===== src/rtl/dbp_pkg.sv =====
package dbp_pkg;
  localparam int unsigned ADDR_DATA = 0;
  localparam int unsigned ADDR_STAT = 1;
  localparam int unsigned ADDR_MASK = 2;
  localparam int unsigned STAT_W    = 4;
  localparam int unsigned OVR_BIT   = 2;

  function automatic logic [STAT_W-1:0] pack_status(input logic rx_full,
                                                    input logic tx_full,
                                                    input logic ovr,
                                                    input logic tx_pend);
    return {tx_pend, ovr, tx_full, rx_full};
  endfunction

  function automatic logic rise_of(input logic now_v, input logic was_v);
    return now_v & ~was_v;
  endfunction
endpackage


===== src/rtl/dbp_sync_edge.sv =====
module dbp_sync_edge #(
  parameter int unsigned STAGES = 2
) (
  input  logic clk,
  input  logic rst_n,
  input  logic async_in,
  output logic level,
  output logic rise
);
  logic [STAGES-1:0] chain_q;
  logic              prev_q;

  always_ff @(posedge clk or negedge rst_n) begin
    if (!rst_n) begin
      chain_q <= '0;
      prev_q  <= 1'b0;
    end else begin
      chain_q <= {chain_q[STAGES-2:0], async_in};
      prev_q  <= chain_q[STAGES-1];
    end
  end

  assign level = chain_q[STAGES-1];
  assign rise  = dbp_pkg::rise_of(chain_q[STAGES-1], prev_q);
endmodule


===== src/rtl/dbp_rx_chan.sv =====
module dbp_rx_chan #(
  parameter int unsigned DATA_W = 8
) (
  input  logic              clk,
  input  logic              rst_n,
  input  logic              stb_rise,
  input  logic [DATA_W-1:0] din,
  input  logic              rd_evt,
  input  logic              ovr_clr,
  output logic              full,
  output logic              ovr,
  output logic [DATA_W-1:0] rx_byte
);
  logic capture_evt, blocked_evt;

  assign capture_evt = stb_rise & ~full;
  assign blocked_evt = stb_rise & full;

  always_ff @(posedge clk or negedge rst_n) begin
    if (!rst_n) begin
      full    <= 1'b0;
      ovr     <= 1'b0;
      rx_byte <= '0;
    end else begin
      if (capture_evt) begin
        full    <= 1'b1;
        rx_byte <= din;
      end else if (rd_evt) begin
        full <= 1'b0;
      end
      if (blocked_evt)  ovr <= 1'b1;
      else if (ovr_clr) ovr <= 1'b0;
    end
  end

  // a strobe against a full buffer leaves the byte untouched
  p_blocked_keeps_byte_r3: assert property (@(posedge clk) disable iff (!rst_n)
    blocked_evt |=> $stable(rx_byte) && full);
  p_blocked_sets_ovr_r3: assert property (@(posedge clk) disable iff (!rst_n)
    blocked_evt |=> ovr);
  // reading a full buffer drops it
  p_read_drops_full_r2: assert property (@(posedge clk) disable iff (!rst_n)
    rd_evt && full |=> !full);
  // capture takes the device byte
  p_capture_byte_r1: assert property (@(posedge clk) disable iff (!rst_n)
    capture_evt |=> full && rx_byte == $past(din));
endmodule


===== src/rtl/dbp_tx_chan.sv =====
module dbp_tx_chan #(
  parameter int unsigned DATA_W = 8
) (
  input  logic              clk,
  input  logic              rst_n,
  input  logic              wr_evt,
  input  logic [DATA_W-1:0] wdata,
  input  logic              ack_rise,
  output logic              full,
  output logic              pend,
  output logic [DATA_W-1:0] tx_byte
);
  logic load_evt, drain_evt;

  assign load_evt  = wr_evt & ~full;
  assign drain_evt = ack_rise & full;

  always_ff @(posedge clk or negedge rst_n) begin
    if (!rst_n) begin
      full    <= 1'b0;
      pend    <= 1'b0;
      tx_byte <= '0;
    end else begin
      if (load_evt) begin
        full    <= 1'b1;
        tx_byte <= wdata;
        pend    <= 1'b0;
      end else if (drain_evt) begin
        full <= 1'b0;
        pend <= 1'b1;
      end
    end
  end

  // accepted write loads the byte and raises full
  p_load_r4: assert property (@(posedge clk) disable iff (!rst_n)
    load_evt |=> full && tx_byte == $past(wdata) && !pend);
  // acknowledge empties the buffer and marks pending
  p_drain_r5: assert property (@(posedge clk) disable iff (!rst_n)
    drain_evt |=> !full && pend);
  // write against a full buffer is ignored
  p_ignore_full_r6: assert property (@(posedge clk) disable iff (!rst_n)
    wr_evt && full |=> $stable(tx_byte));
endmodule


===== src/rtl/duplex_byte_port.sv =====
module duplex_byte_port #(
  parameter int unsigned DATA_W      = 8,
  parameter int unsigned SYNC_STAGES = 2
) (
  input  logic              clk,
  input  logic              rst_n,
  input  logic              cpu_sel,
  input  logic              cpu_wr,
  input  logic [1:0]        cpu_addr,
  input  logic [DATA_W-1:0] cpu_wdata,
  output logic [DATA_W-1:0] cpu_rdata,
  output logic              irq_rx,
  output logic              irq_tx,
  input  logic [DATA_W-1:0] dev_din,
  input  logic              dev_stb,
  output logic              dev_rdy,
  output logic [DATA_W-1:0] dev_dout,
  output logic              dev_bfull,
  input  logic              dev_ack,
  output logic              dev_oe
);
  import dbp_pkg::*;

  logic              stb_level, stb_rise, ack_level, ack_rise;
  logic              rd_data_evt, wr_data_evt, wr_stat_evt, wr_mask_evt;
  logic              rx_full, rx_ovr, tx_full, tx_pend;
  logic [DATA_W-1:0] rx_byte, tx_byte;
  logic [1:0]        mask_q;
  logic [STAT_W-1:0] stat_w;

  assign rd_data_evt = cpu_sel & ~cpu_wr & (cpu_addr == 2'(ADDR_DATA));
  assign wr_data_evt = cpu_sel &  cpu_wr & (cpu_addr == 2'(ADDR_DATA));
  assign wr_stat_evt = cpu_sel &  cpu_wr & (cpu_addr == 2'(ADDR_STAT));
  assign wr_mask_evt = cpu_sel &  cpu_wr & (cpu_addr == 2'(ADDR_MASK));

  dbp_sync_edge #(.STAGES(SYNC_STAGES)) u_stb_sync (
    .clk(clk), .rst_n(rst_n), .async_in(dev_stb), .level(stb_level), .rise(stb_rise));
  dbp_sync_edge #(.STAGES(SYNC_STAGES)) u_ack_sync (
    .clk(clk), .rst_n(rst_n), .async_in(dev_ack), .level(ack_level), .rise(ack_rise));

  dbp_rx_chan #(.DATA_W(DATA_W)) u_rx (
    .clk(clk), .rst_n(rst_n), .stb_rise(stb_rise), .din(dev_din),
    .rd_evt(rd_data_evt), .ovr_clr(wr_stat_evt & cpu_wdata[OVR_BIT]),
    .full(rx_full), .ovr(rx_ovr), .rx_byte(rx_byte));

  dbp_tx_chan #(.DATA_W(DATA_W)) u_tx (
    .clk(clk), .rst_n(rst_n), .wr_evt(wr_data_evt), .wdata(cpu_wdata),
    .ack_rise(ack_rise), .full(tx_full), .pend(tx_pend), .tx_byte(tx_byte));

  always_ff @(posedge clk or negedge rst_n) begin
    if (!rst_n)           mask_q <= '0;
    else if (wr_mask_evt) mask_q <= cpu_wdata[1:0];
  end

  assign stat_w = pack_status(rx_full, tx_full, rx_ovr, tx_pend);

  always_comb begin
    unique case (cpu_addr)
      2'(ADDR_DATA): cpu_rdata = rx_byte;
      2'(ADDR_STAT): cpu_rdata = DATA_W'(stat_w);
      2'(ADDR_MASK): cpu_rdata = DATA_W'(mask_q);
      default:       cpu_rdata = '0;
    endcase
  end

  assign dev_rdy   = rx_full;
  assign dev_bfull = tx_full;
  assign dev_dout  = tx_byte;
  assign dev_oe    = tx_full | ack_level;
  assign irq_rx    = rx_full & mask_q[0];
  assign irq_tx    = tx_pend & mask_q[1];

  // the port drives whenever it flags a full buffer
  p_oe_covers_full_r9: assert property (@(posedge clk) disable iff (!rst_n)
    dev_bfull |-> dev_oe);
  // a read of a waiting byte removes the receive interrupt
  p_irq_rx_clears_r7: assert property (@(posedge clk) disable iff (!rst_n)
    rd_data_evt && irq_rx |=> !irq_rx);
  // an accepted write removes the transmit interrupt
  p_irq_tx_clears_r8: assert property (@(posedge clk) disable iff (!rst_n)
    wr_data_evt && !dev_bfull |=> !irq_tx);
  // ready only rises after a synchronised strobe edge
  p_rdy_from_strobe_r1: assert property (@(posedge clk) disable iff (!rst_n)
    $rose(dev_rdy) |-> $past(stb_rise));
endmodule


===== config.mk =====
export PLATFORM = sky130hd
export DESIGN_NAME = duplex_byte_port
export DESIGN_NICKNAME = d
export VERILOG_FILES = /design/src/rtl/dbp_pkg.sv /design/src/rtl/dbp_sync_edge.sv /design/src/rtl/dbp_rx_chan.sv /design/src/rtl/dbp_tx_chan.sv /design/src/rtl/duplex_byte_port.sv
export SDC_FILE = /design/constraint.sdc
export NUM_CORES = 1
export LEC_CHECK = 0
export CORE_MARGIN = 2
export CORE_UTILIZATION = 44
export CTS_BUF_LIST = sky130_fd_sc_hd__clkbuf_8 sky130_fd_sc_hd__clkbuf_16
export CTS_CLUSTER_DIAMETER = 50
export DETAILED_ROUTE_END_ITERATION = 7
export GPL_ROUTABILITY_DRIVEN = 0
export GPL_TIMING_DRIVEN = 0
export PLACE_DENSITY_LB_ADDON = 0.3
export SYNTH_ARGS = -nofsm -noshare
export SYNTH_HDL_FRONTEND = slang
export SYNTH_HIERARCHICAL = 1
export SYNTH_SLANG_ARGS = --single-unit

===== constraint.sdc =====
create_clock -name clk -period 1.3 [get_ports clk]
set_input_delay 0.325 -clock clk [delete_from_list [all_inputs] [get_ports clk]]
set_output_delay 0.325 -clock clk [all_outputs]
set_load 0.01 [all_outputs]

==> results of run 1 <==
## area by class of cell
| cell class | count | area share |
|---|---|---|
| buffer | 4 | 0.0304 |
| timing repair buffer | 53 | 0.246 |
| clock inverter | 1 | 0.0159 |
| sequential | 28 | 0.371 |
| clock buffer | 3 | 0.0218 |
| inverter | 2 | 0.00396 |
| multi-input combinational | 52 | 0.290 |
| tap | 31 | 0.0205 |
## cell usage after synthesis
cell / count
and2_1: 6
mux2_4: 18
or2_2: 1
nor4b_1: 1
and2b_2: 1
dfrtp_1: 28
o2bb2ai_1: 2
inv_1: 2
nor2_1: 6
nor2b_2: 2
o21ai_0: 3
nand4b_4: 1
nand4_1: 1
buf_6: 4
and3_1: 1
nand2_1: 1
a21oi_1: 2
nor2b_4: 2
mux2i_1: 4
## metrics by stage
step | cell area (um2) | hold slack [ns] | setup slack, ns | total power, W | util
after floorplan | 1300 | 0.0294 | -0.125 | 0.00181 | -
after global placement | 1760 | 0.333 | -0.541 | 0.00232 | 0.638
after detailed placement | 1760 | 0.335 | -0.550 | 0.00233 | 0.638
after CTS | 1800 | 0.355 | -0.145 | 0.00294 | 0.654
after global routing | 1890 | 0.115 | -0.222 | 0.00328 | 0.687
final | 1890 | 0.0582 | -0.126 | 0.00312 | 0.687
## routing by layer
layer	track usage	part of all wire	vias to the layer above
met5	0	0	-
met4	0.0332	0.0023	0
met3	0.0737	0.068	2
met2	0.260	0.49	26
met1	0.213	0.44	419
li1	-	-	406
## worst paths after layout
check | start | end | slack (ns)
max | u_tx/pend | cpu_rdata[3] | -0.13
min | rst_n | u_rx/rx_byte[7] | 0.06
max reg2reg | u_tx/full | u_tx/tx_byte[3] | -0.06
min reg2reg | u_ack_sync/chain_q[0] | u_ack_sync/chain_q[1] | 0.35
max in group asynchronous | rst_n | u_rx/full | 0.78
min in group clk | u_ack_sync/chain_q[0] | u_ack_sync/chain_q[1] | 0.35
## state kept, by name (all words and copies together), names as in the netlist
| register | count |
|---|---|
| mask_q | 2 |
| u_ack_sync/chain_q | 2 |
| u_ack_sync/prev_q | 1 |
| u_rx/full | 1 |
| u_rx/ovr | 1 |
| u_rx/rx_byte | 8 |
| u_stb_sync/chain_q | 2 |
| u_stb_sync/prev_q | 1 |
| u_tx/full | 1 |
| u_tx/pend | 1 |
| u_tx/tx_byte | 8 |
## cell families (layout without fill, tap and decap cells)
family	after synthesis	after routing	share of synthesized area
buffers and inverters	6	63	0.0412
AOI/OAI and AO/OA	7	7	0.0334
and+or+nand+nor	23	23	0.132
DFF	28	28	0.550
muxes	22	22	0.243
## report_power, final
group	switching [W]	internal (W)	leakage (nW)
Combinational	0.000388	0.000775	0.538
Sequential	0.000158	0.00112	0.326
Clock	0.000268	0.000412	0.0357
## critical path, stage by stage (launching register included)
cell and delay [ns]:
dfrtp_1 0.41, buf_6 0.12, mux2i_1 0.12, nor2_1 0.05, buf_2 0.13
## repair_timing
item                                   4_1_cts  5_1_grt
pin swaps                                    3        2
gates cloned                                 0        0
resized for setup                           67       21
setup endpoints to repair                   57       60
endpoints found under the hold margin        0        0
setup buffers                                4        7
==> results_dict.tcl, run 1 <==
set metrics [dict create \
    status "finished with violations" \
    violations "negative setup slack" \
    power-per-cell-area_mw_per_mm2 1650 \
    holdBufCountCts 0 \
    power.leakage_nw 0.899 \
    antenna_cells 0 \
    syn_inst 86 \
    max_slew_margin 0.563 \
    finClkSkew_ns 0.00337 \
    layout_common_cells "dfrtp_1 (26), mux2_4 (18), clkdlybuf4s50_1 (18)" \
    clock_sinks 28 \
    cts_tree "done" \
    final_common_cell "dfrtp_1" \
    grt_pass1_wl_um 4210 \
    place_hpwl_um 1780 \
    rows 19 \
    die_area_mm2 0.00334 \
    hold_violations 0 \
    n_fill_cell 207 \
    yosysUniqueCellTypes 19 \
    synth_top_area_frac 0.550 \
    layout_setup_ws_ns -0.126 \
    crit_required_ns 0.98 \
    synth_area_mm2 0.00127 \
    hold_path.class "in2async" \
    setup_violations 15 \
    tightest_slew_ns 0.656 \
    clk_path_buf_depth 2 \
    io_buffers 42 \
    slew_violations 0 \
    drt-wirelength-per-cell_um 14.9 \
    yosysTopAreaCell "dfrtp_1" \
    crit_type "reg2out" \
    die_height_um 57.8 \
    final.min_clock_period_ns 1.43 \
    endpoint_kind "primary output" \
    critPathMaxFanout 2 \
    rsz0062_at_grt "true" \
    core_area_mm2 0.00276 \
    cts_root_buffer "clkbuf_8" \
    layoutNonFillerInstCount 174 \
    drcViolationCount 0 \
    ys.warnings.count 6 \
    ys_seq_area_frac 0.550 \
    register_area_um2 703 \
    critPathLaunchType "flip-flop" \
    cts_max_level 1 \
    grt_pass1_vias 880 \
    place_inst 159 \
    multiInputGateArea_um2 549 \
    layout-drive-gt1-share 0.455 \
    maxCapViolations 0 \
    ant_nets 0 \
    synth-seq-cells 28 \
    clk_pin_slew_ns 0.09 \
    grt_max_degree 29 \
    overflow 0 \
    cts_buffers 3 \
    grtUsageTotal 0.165 \
    clkLatencyLatePin_ns 0.27 \
    num_vias 853 \
    syn_nets 110 \
    min_period_over_period 1.10 \
    boundaryPins 45 \
    fin_setup_tns_ns -1.04 \
    syn_to_final_growth_pct 48.6 \
    die_x_um 57.8 \
    grt_antenna_before_repair 0 \
    syn_area_per_cell_um2 14.8 \
    wirelength_um 2590 \
    max_freq_mhz 701 \
    r2r_cells 5 \
    synth.area.top_cells "dfrtp_1 (55%), mux2_4 (21%), buf_6 (3.5%)" \
    firstDrtPassIters 4 \
    vdd_ir_drop_max_mv 1.94 \
    final_net_count 168 \
    crit_arrival_ns 1.10 \
    viasPerCell 4.90 \
    drt_iter0_drc 26 \
    start_util 0.462 \
]
No activity file was read; power rests on OpenSTA's default activity.
==> inputs of run 2 (changes only) <==
--- a/config.mk
+++ b/config.mk
@@ -5,7 +5,7 @@
 export SDC_FILE = /design/constraint.sdc
 export NUM_CORES = 1
 export LEC_CHECK = 0
-export CORE_MARGIN = 2
+export CORE_MARGIN = 3
 export CORE_UTILIZATION = 44
 export CTS_BUF_LIST = sky130_fd_sc_hd__clkbuf_8 sky130_fd_sc_hd__clkbuf_16
 export CTS_CLUSTER_DIAMETER = 50
@@ -13,6 +13,7 @@
 export GPL_ROUTABILITY_DRIVEN = 0
 export GPL_TIMING_DRIVEN = 0
 export PLACE_DENSITY_LB_ADDON = 0.3
+export SKIP_CTS_REPAIR_TIMING = 1
 export SYNTH_ARGS = -nofsm -noshare
 export SYNTH_HDL_FRONTEND = slang
 export SYNTH_HIERARCHICAL = 1
==> results_dict.tcl, run 2 (synthesized netlist as in run 1, its figures left out) <==
set metrics [dict create \
    cts_root_buffer "clkbuf_8" \
    die_x_um 59.8 \
    max_slew_margin 0.547 \
    final_net_count 167 \
    tightest_slew_ns 0.679 \
    ant_nets 0 \
    placed_cell_area_mm2 0.00176 \
    num_vias 884 \
    layout_common_cells "dfrtp_1 (26), mux2_4 (18), clkdlybuf4s50_1 (18)" \
    layoutNonFillerInstCount 172 \
    final.min_clock_period_ns 1.54 \
    io_buffers 42 \
    crit_type "reg2out" \
    clkLatencyLatePin_ns 0.27 \
    crit_required_ns 0.98 \
    wirelength_um 3000 \
    seqPwrFrac 0.415 \
    overflow 0 \
    final_common_cell "dfrtp_1" \
    grt_pass1_wl_um 4520 \
    n_fill_cell 175 \
    reg.largest.list "u_rx/rx_byte: 8 flops, u_tx/tx_byte: 8 flops" \
    clk_pin_slew_ns 0.09 \
    crit_arrival_ns 1.22 \
    critPathLaunchType "flip-flop" \
    hold_path.class "in2async" \
    power.leakage_nw 0.994 \
    rows 18 \
    rsz0062_at_grt "true" \
    place_inst 158 \
    max_freq_mhz 649 \
    r2r_cells 4 \
    vdd_ir_drop_max_mv 1.32 \
    switching_share 0.263 \
    final_area_mm2 0.00191 \
    drt-wirelength-per-cell_um 17.4 \
    p_int_w 0.00228 \
    power_w 0.00310 \
    combPwrFrac 0.368 \
    pre_cts_ws_ns -0.596 \
    cts_max_level 1 \
    min_period_over_period 1.19 \
    firstDrtPassIters 4 \
    final_core_util 0.732 \
    grt_pass1_vias 954 \
    clock_sinks 28 \
    endpoint_kind "primary output" \
    die_area_mm2 0.00358 \
    maxCapViolations 0 \
    die_height_um 59.8 \
    start_util 0.488 \
    worstReg2RegStart "u_rx/full" \
    slew_violations 0 \
    clk_path_buf_depth 2 \
    critPathMaxFanout 5 \
    power-per-cell-area_mw_per_mm2 1620 \
    drcViolationCount 0 \
    grtUsageTotal 0.173 \
    grt_max_degree 29 \
    layout_setup_ws_ns -0.241 \
    switchingPower_w 0.000815 \
    violations "negative setup slack" \
    grt_antenna_before_repair 0 \
    hold_violations 0 \
    place_hpwl_um 2020 \
    syn_to_final_growth_pct 50.0 \
    timing.rr.end "u_rx/rx_byte[7]" \
    status "finished with violations" \
    finClkSkew_ns 0.00128 \
    cts_tree "done" \
    layout-drive-gt1-share 0.423 \
    power_frac_clock 0.217 \
    boundaryPins 45 \
    ff2ff_setup_slack_ns 0 \
    core_area_mm2 0.00261 \
    cts_buffers 3 \
    setup_violations 5 \
    antenna_cells 0 \
    viasPerCell 5.14 \
    drt_iter0_drc 39 \
]
==> run 2: cell count changes in the layout (fill, tap and decap cells not counted), moves of 2 or more <==
cell,delta
dlymetal6s2s_1,+12
buf_6,-5
clkdlybuf4s15_1,-8
and2_4,-2
and2_1,+2
clkbuf_2,+7
dlygate4sd2_1,-2
buf_2,-7
==> run 2: area by class of cell <==
class | instances | area (um2) | area share
plain buffers | 4 | 61.3 | 0.0321
clock buffers | 3 | 41.3 | 0.0216
clock inverters | 1 | 30.0 | 0.0157
inverters | 2 | 7.51 | 0.00393
multi-input cells | 52 | 549 | 0.287
flip-flops and latches | 28 | 703 | 0.368
well taps | 30 | 37.5 | 0.0196
repair buffers | 52 | 482 | 0.252
==> run 2: critical path, stage by stage, from the launching register on <==
cell,delay [ns]
dfrtp_2,0.45
buf_6,0.13
mux2i_1,0.14
o2bb2ai_1,0.09
buf_2,0.14
==> run 2: stage by stage <==
stage / setup TNS, ns / hold slack, ns
floorplan: -1.00 / 0.0294
global placement: -20.65 / 0.332
detailed placement: -22.60 / 0.338
CTS: -15.18 / 0.360
global route: -1.14 / 0.110
finish: -0.551 / 0.0727
==> run 2: worst max path at each step <==
stage,from,to,slack [ns],cells after the start
detailed placement,cpu_wr,u_tx/tx_byte[2],-0.60,5
floorplan,cpu_addr[0],u_tx/tx_byte[0],-0.13,6
finish,u_rx/full,cpu_rdata[0],-0.24,4
CTS,u_tx/full,cpu_rdata[1],-0.65,3
global route,u_rx/full,cpu_rdata[0],-0.32,4
global placement,cpu_wr,u_tx/tx_byte[7],-0.55,5
==> run 2: metal layers <==
metal	GRT usage	part of all wire	vias up
met5	0	0	-
met4	0.0696	0.017	0
met3	0.0583	0.070	4
met2	0.287	0.53	31
met1	0.203	0.38	446
li1	-	-	403
==> run 2: power by group through the flow <==
stage	clock network, W	logic (W)	registers, W
after global routing	0.000724	0.00121	0.00131
after detailed placement	0	0.00105	0.00130
after global placement	0	0.00103	0.00129
after CTS	0.000690	0.00107	0.00130
after floorplan	0	0.000482	0.00132
final	0.000673	0.00114	0.00128
==> inputs of run 3 (changes only) <==
--- a/config.mk
+++ b/config.mk
@@ -5,6 +5,7 @@
 export SDC_FILE = /design/constraint.sdc
 export NUM_CORES = 1
 export LEC_CHECK = 0
+export CAP_MARGIN = 20
 export CORE_MARGIN = 3
 export CORE_UTILIZATION = 44
 export CTS_BUF_LIST = sky130_fd_sc_hd__clkbuf_8 sky130_fd_sc_hd__clkbuf_16
@@ -14,6 +15,7 @@
 export GPL_TIMING_DRIVEN = 0
 export PLACE_DENSITY_LB_ADDON = 0.3
 export SKIP_CTS_REPAIR_TIMING = 1
+export SLEW_MARGIN = 20
 export SYNTH_ARGS = -nofsm -noshare
 export SYNTH_HDL_FRONTEND = slang
 export SYNTH_HIERARCHICAL = 1
==> results_dict.tcl, run 3 (synthesized netlist as in run 1, its figures left out) <==
set metrics [dict create \
    start_util 0.488 \
    final.min_clock_period_ns 1.54 \
    crit_arrival_ns 1.21 \
    grt_pass1_wl_um 4340 \
    max_slew_margin 0.600 \
    place_hpwl_um 1970 \
    critPathLaunchType "flip-flop" \
    maxCapViolations 0 \
    rows 18 \
    clock_sinks 28 \
    critPathMaxFanout 6 \
    max_freq_mhz 649 \
    grt_max_degree 29 \
    core_area_mm2 0.00261 \
    firstDrtPassIters 4 \
    power-per-cell-area_mw_per_mm2 1620 \
    num_vias 882 \
    cts_buffers 3 \
    overflow 0 \
    pre_cts_ws_ns -0.591 \
    power_w 0.00309 \
    clk_path_buf_depth 2 \
    wirelength_um 2810 \
    die_x_um 59.8 \
    cts_max_level 1 \
    clkLatencyLatePin_ns 0.28 \
    boundaryPins 45 \
    cts_tree "done" \
    antenna_cells 0 \
    ant_nets 0 \
    layout_setup_ws_ns -0.240 \
    drt-wirelength-per-cell_um 16.3 \
    final_net_count 167 \
    crit_type "reg2out" \
    power.leakage_nw 0.990 \
    ff2ff_setup_slack_ns 0.01 \
    layout_common_cells "dfrtp_1 (26), mux2_4 (18), clkdlybuf4s50_1 (18)" \
    whs_ns 0.0415 \
    fin_setup_tns_ns -0.581 \
    setup_violations 6 \
    tightest_slew_ns 0.601 \
    rsz0062_at_grt "true" \
    io_buffers 42 \
    endpoint_kind "primary output" \
    grt_pass1_vias 917 \
    vdd_ir_drop_max_mv 1.31 \
    grt_antenna_before_repair 0 \
    cts_root_buffer "clkbuf_8" \
    hold_path.class "in2async" \
    register_area_um2 703 \
    r2r_cells 4 \
    viasPerCell 5.13 \
    drcViolationCount 0 \
    reg.largest.list "u_rx/rx_byte: 8 flops, u_tx/tx_byte: 8 flops" \
    violations "negative setup slack" \
    status "finished with violations" \
    final_common_cell "dfrtp_1" \
    placed_cell_area_mm2 0.00175 \
    die_height_um 59.8 \
    slew_violations 0 \
    crit_required_ns 0.98 \
    die_area_mm2 0.00358 \
    multiInputGateArea_um2 544 \
    hold_violations 0 \
    clk_pin_slew_ns 0.10 \
    min_period_over_period 1.18 \
    n_fill_cell 182 \
    timing.rr.end "u_tx/tx_byte[2]" \
    worstReg2RegStart "u_tx/full" \
    syn_to_final_growth_pct 49.3 \
    layout-drive-gt1-share 0.423 \
    final_area_mm2 0.00190 \
    finClkSkew_ns 0.00190 \
    drt_iter0_drc 14 \
    grtUsageTotal 0.161 \
]
## run 3: critical path, cell delays in order, from the launching register on
cell       delay, ns
dfrtp_2         0.46
buf_6           0.13
mux2i_1         0.13
o2bb2ai_1       0.08
buf_2           0.14
## run 3: per-layer routing
metal / share of wire / routed length (um) / vias up / track usage
met5: 0 / 0 / - / 0
met4: 0.015 / 42 / 0 / 0.0443
met3: 0.077 / 216 / 6 / 0.0540
met2: 0.51 / 1420 / 34 / 0.258
met1: 0.40 / 1120 / 435 / 0.209
li1: - / - / 407 / -
## run 3: report_power, final
| part | internal, W | total [W] | switching, W |
|---|---|---|---|
| sequential | 0.00112 | 0.00128 | 0.000164 |
| combinational | 0.000739 | 0.00111 | 0.000372 |
| clock | 0.000412 | 0.000692 | 0.000279 |
## run 3: cell type report
type	instances	area share
Sequential cell	28	0.369
Multi-Input combinational cell	52	0.286
Timing Repair Buffer	52	0.253
Buffer	4	0.0302
Clock buffer	3	0.0217
Tap cell	30	0.0197
Clock inverter	1	0.0158
Inverter	2	0.00394
## run 3: metrics by stage
stage	util	std cells
final	0.728	172
after global routing	0.728	172
after CTS	0.699	162
after detailed placement	0.671	158
after global placement	0.673	158
after floorplan	-	86
## run 3: how the worst max path moves through the flow
stage / start / end / slack [ns] / cells past startpoint
floorplan: cpu_addr[0] / u_tx/tx_byte[0] / -0.13 / 6
global placement: cpu_wr / u_tx/tx_byte[7] / -0.55 / 5
detailed placement: cpu_wr / u_tx/tx_byte[2] / -0.59 / 5
CTS: u_tx/full / cpu_rdata[1] / -0.65 / 3
global route: u_rx/full / cpu_rdata[0] / -0.33 / 4
finish: u_rx/full / cpu_rdata[0] / -0.24 / 4
